**config.mk**
```make
export PLATFORM = sky130hd
export DESIGN_NAME = bank_track
export DESIGN_NICKNAME = d
export VERILOG_FILES = /design/src/rtl/delay_gate.sv /design/src/rtl/bank_track.sv
export SDC_FILE = /design/constraint.sdc
export NUM_CORES = 1
export LEC_CHECK = 0
export BUFFER_PORTS_ARGS = -buffer_cell sky130_fd_sc_hd__buf_2
export CORE_AREA = 2 2 39 41
export CTS_BUF_LIST = sky130_fd_sc_hd__clkbuf_4 sky130_fd_sc_hd__clkbuf_8
export DETAILED_ROUTE_END_ITERATION = 8
export DIE_AREA = 0 0 41 43
export MAX_ROUTING_LAYER = met4
export SLEW_MARGIN = 20
export SYNTH_ARGS = -nofsm -noshare
export SYNTH_HDL_FRONTEND = slang
export SYNTH_SLANG_ARGS = --single-unit
```
**constraint.sdc**
```tcl
create_clock -name clk -period 2.5 [get_ports clk]
set_input_delay 0.25 -clock clk [delete_from_list [all_inputs] [get_ports clk]]
set_output_delay 0.25 -clock clk [all_outputs]
set_load 0.05 [all_outputs]
```
**src/rtl/delay_gate.sv**
```systemverilog
`timescale 1ns/1ps
// Down counter: after start, ready returns LEN cycles later.
module delay_gate #(
  parameter int LEN = 3
) (
  input  logic clk,
  input  logic rst_n,
  input  logic start,
  output logic ready
);
  localparam int LOADV = (LEN > 0) ? LEN - 1 : 0;
  localparam int CW    = (LOADV > 0) ? $clog2(LOADV + 1) : 1;

  logic [CW-1:0] cnt;

  always_ff @(posedge clk) begin
    if (!rst_n)          cnt <= '0;
    else if (start)      cnt <= CW'(LOADV);
    else if (cnt != '0)  cnt <= cnt - 1'b1;
  end

  assign ready = (cnt == '0);
endmodule

```
**src/rtl/bank_track.sv**
```systemverilog
`timescale 1ns/1ps
// State and timing of a single bank.
module bank_track #(
  parameter int T_RCD = 3,
  parameter int T_RAS = 6,
  parameter int T_RP  = 3
) (
  input  logic clk,
  input  logic rst_n,
  input  logic act_go,
  input  logic pre_go,
  output logic is_open,
  output logic rcd_met,
  output logic ras_met,
  output logic rp_met
);
  always_ff @(posedge clk) begin
    if (!rst_n)      is_open <= 1'b0;
    else if (act_go) is_open <= 1'b1;
    else if (pre_go) is_open <= 1'b0;
  end

  delay_gate #(.LEN(T_RCD)) u_rcd (.clk(clk), .rst_n(rst_n), .start(act_go), .ready(rcd_met));
  delay_gate #(.LEN(T_RAS)) u_ras (.clk(clk), .rst_n(rst_n), .start(act_go), .ready(ras_met));
  delay_gate #(.LEN(T_RP))  u_rp  (.clk(clk), .rst_n(rst_n), .start(pre_go), .ready(rp_met));
endmodule

```
==> impl_results.md <==
* Synth Register Bits at 8
* Slew @ Worst Pin at 0.250 ns
* Critical path class: reg2out
* GRT Overall Usage at 7.43%
* Most common cell after layout, fill and taps aside: dfxtp_1
* Footprint of the multi-input gates at 160 um^2
* Antenna violations before repair at 0
* DRC viols at 0
* Setup Fix Bufs, Post-CTS at 0
* Post-Route Skew at 0.00142 ns
* R2R setup slack at 1.06 ns
* Most frequent cells in the layout: dfxtp_1 (8), buf_2 (7), inv_1 (4), nor2b_1 (4)
* Post-route setup TNS at 0 ns
* Final hold vios at 0
* Filler cells at 157
* Outcome: finished clean
* Sequential fraction of the synthesis area at 47.8%
* # rows at 14
* Hold buffer count at cts at 0
* Post-route antenna net violation count at 0
* Gpl congestion at 0.674
* Post_cts resized at 0
* Hold crit path type: in2reg
* GR Layer Usage met3 at 3.14%
* Grt peak-use layer: met1
* First-pass GRT wire length at 869 um
* Area grow syn2layout at 23.1%
* Clock Path Buffers at 2
* Die area at 1760 um^2
* Critical path peak fanout at 5
* YS warnings at 0
* Met2 Use GR at 7.19%
* PortBufs at 7
* Core region area at 1380 um^2
* Routed wire length at 457 um
* Detail Placement HPWL at 374 um
* Vias at 233
* Clk_lat worst skew at 0.24 ns
* Vias in the first global route at 201
* Vias/cell at 4.02
* GR met1 Demand/Resource at 12.0%
* Number of detailed-route iterations in the first pass at 3
* Final worst-path cycle share at 64.2%
* Crit path arrival time at 1.36 ns
* Hold Path Cell Cnt at 3
* Placed Cells at 55
* Dominant cell type by area after synthesis: dfxtp_1
* Power per Cell Area at 728 nW/um^2
* Mapped Area at 335 um^2
* TritonCTS clock tree: built
* Num CTS Buffers at 3
* Fin cells at 58
* Setup WS post-layout at 0.894 ns
* Slowest Stage Delay on Critical Path at 0.31 ns
* Fin nets at 51
* VDD IR max at 0.207 mV
* Synthesized area per cell at 10.5 um^2
* Initial Utilization at 24.2%
* First DRT Iteration DRCs at 1
* Register Area at 160 um^2
* Static leakage at 0.000183 uW
* Width of the die at 41 um
* Cells along the critical path: inv_1 > ha_1 > ha_1 > buf_2
* Crit start category: register
* Worst reg2reg path startpoint: u_ras.cnt[0]$_SDFFE_PN0P_
* Final Max Tran Viols at 0
* Share of cells above drive strength 1 at 28.6%
* Tmin final at 1.61 ns
* RSZ-0062 raised after global routing: false
* Slowest cell on crit path: dfxtp_1
* Clock Tree Root: clkbuf_4
* Final Setup Violations at 0
* Clock slew at reported path FFs at 0.05 ns
* Total congestion overflow at 0
* Die height at 43 um
* Core Util, Final at 29.8%
* Unique masters post-synth at 13
* Most common cell on crit path: ha_1
* Max-capacitance violation count at 0
* Mapped Cells at 32
* Crit path capture type: output pin
* Top cell type's share of synthesized area at 47.8%
* Largest net degree at the start of global routing at 8
* Syn Nets at 39
* Synth area leaders: dfxtp_1 (48%), ha_1 (11%), nor2b_1 (7.5%)
* Worst Reg2Reg Path Length in Cells at 5
* Max_slew headroom at 83.4%
* Clock Sinks at 8
* Routed len/inst at 7.88 um
* Worst EP required at 2.25 ns
* Place WS at 1.07 ns
* H-Tree Depth at 1
* Worst Hold End: u_rp.cnt[1]$_SDFFE_PN0P_
* R2R Path End: u_ras.cnt[2]$_SDFFE_PN0P_
* Max Freq at 0.623 GHz
* Min-delay src: pre_go
* Inserted Diodes at 0
* I/O pin cnt at 8
-- routing by layer --
metal | share of wire (%) | vias up
li1 | - | 126
met1 | 55 | 103
met2 | 42 | 4
met3 | 3.5 | 0
met4 | 0 | 0
met5 | 0 | -
-- final cells by class --
class / count / area share (%)
clock buffer: 3 / 5.45
inverter: 4 / 3.64
multi-input combinational: 20 / 38.8
sequential: 8 / 38.8
tap: 16 / 4.85
timing repair buffer: 7 / 8.48
-- Yosys cell counts (all sizes together) --
cell type and n:
a211oi 1, a21oi 2, and4bb 1, dfxtp 8, ha 3, inv 4
mux2 1, nand2b 1, nor2 2, nor2b 4, nor3b 1, o21a 3
xnor2 1
-- power breakdown --
group | switching [uW] | leakage [uW] | internal [uW]
combinational | 40.5 | 0.000103 | 25.5
sequential | 4.89 | 0.0000663 | 137
clock | 38.5 | 0.0000138 | 54.6
total | 83.8 | 0.000183 | 217
-- how the worst max path moves through the flow --
stage | slack, ns | end | cells after the start | from
floorplan | 0.84 | u_ras.cnt[2]$_SDFFE_PN0P_ | 5 | u_ras.cnt[0]$_SDFFE_PN0P_
global placement | 1.09 | u_ras.cnt[2]$_SDFFE_PN0P_ | 5 | u_ras.cnt[0]$_SDFFE_PN0P_
detailed placement | 1.07 | u_ras.cnt[2]$_SDFFE_PN0P_ | 5 | u_ras.cnt[0]$_SDFFE_PN0P_
CTS | 0.88 | ras_met | 4 | u_ras.cnt[0]$_SDFFE_PN0P_
global route | 0.78 | ras_met | 4 | u_ras.cnt[0]$_SDFFE_PN0P_
finish | 0.89 | ras_met | 4 | u_ras.cnt[0]$_SDFFE_PN0P_
-- sequential cells by signal (all words and copies together), names as in the netlist --
register / count
u_rcd.cnt: 2
u_rp.cnt: 2
u_ras.cnt: 3
is_open: 1
-- kinds of logic after synthesis --
group                      Yosys count  synth area share, %
buffers and inverters                4                 4.48
xor gates and xnor gates             1                 2.61
and+or+nand+nor                      9                 17.5
DFF                                  8                 47.8
muxes                                1                 4.48
AOI/OAI and AO/OA                    6                 11.9
adders and majority gates            3                 11.2
-- worst max-delay path, delay by kind of cell, from the launching register on --
family,cells,cell delay (ns)
buf+inv,2,0.37
flops,1,0.31
fa+ha+maj,2,0.44
-- per-stage QoR --
stage / cell area (um^2) / hold slack, ns / total power [uW]
detailed placement: 390 / 0.449 / 211
global placement: 390 / 0.436 / 210
CTS: 413 / 0.275 / 305
finish: 413 / 0.274 / 301
global route: 413 / 0.286 / 322
floorplan: 335 / 0.367 / 197
Power figures use the tool's default switching activity.
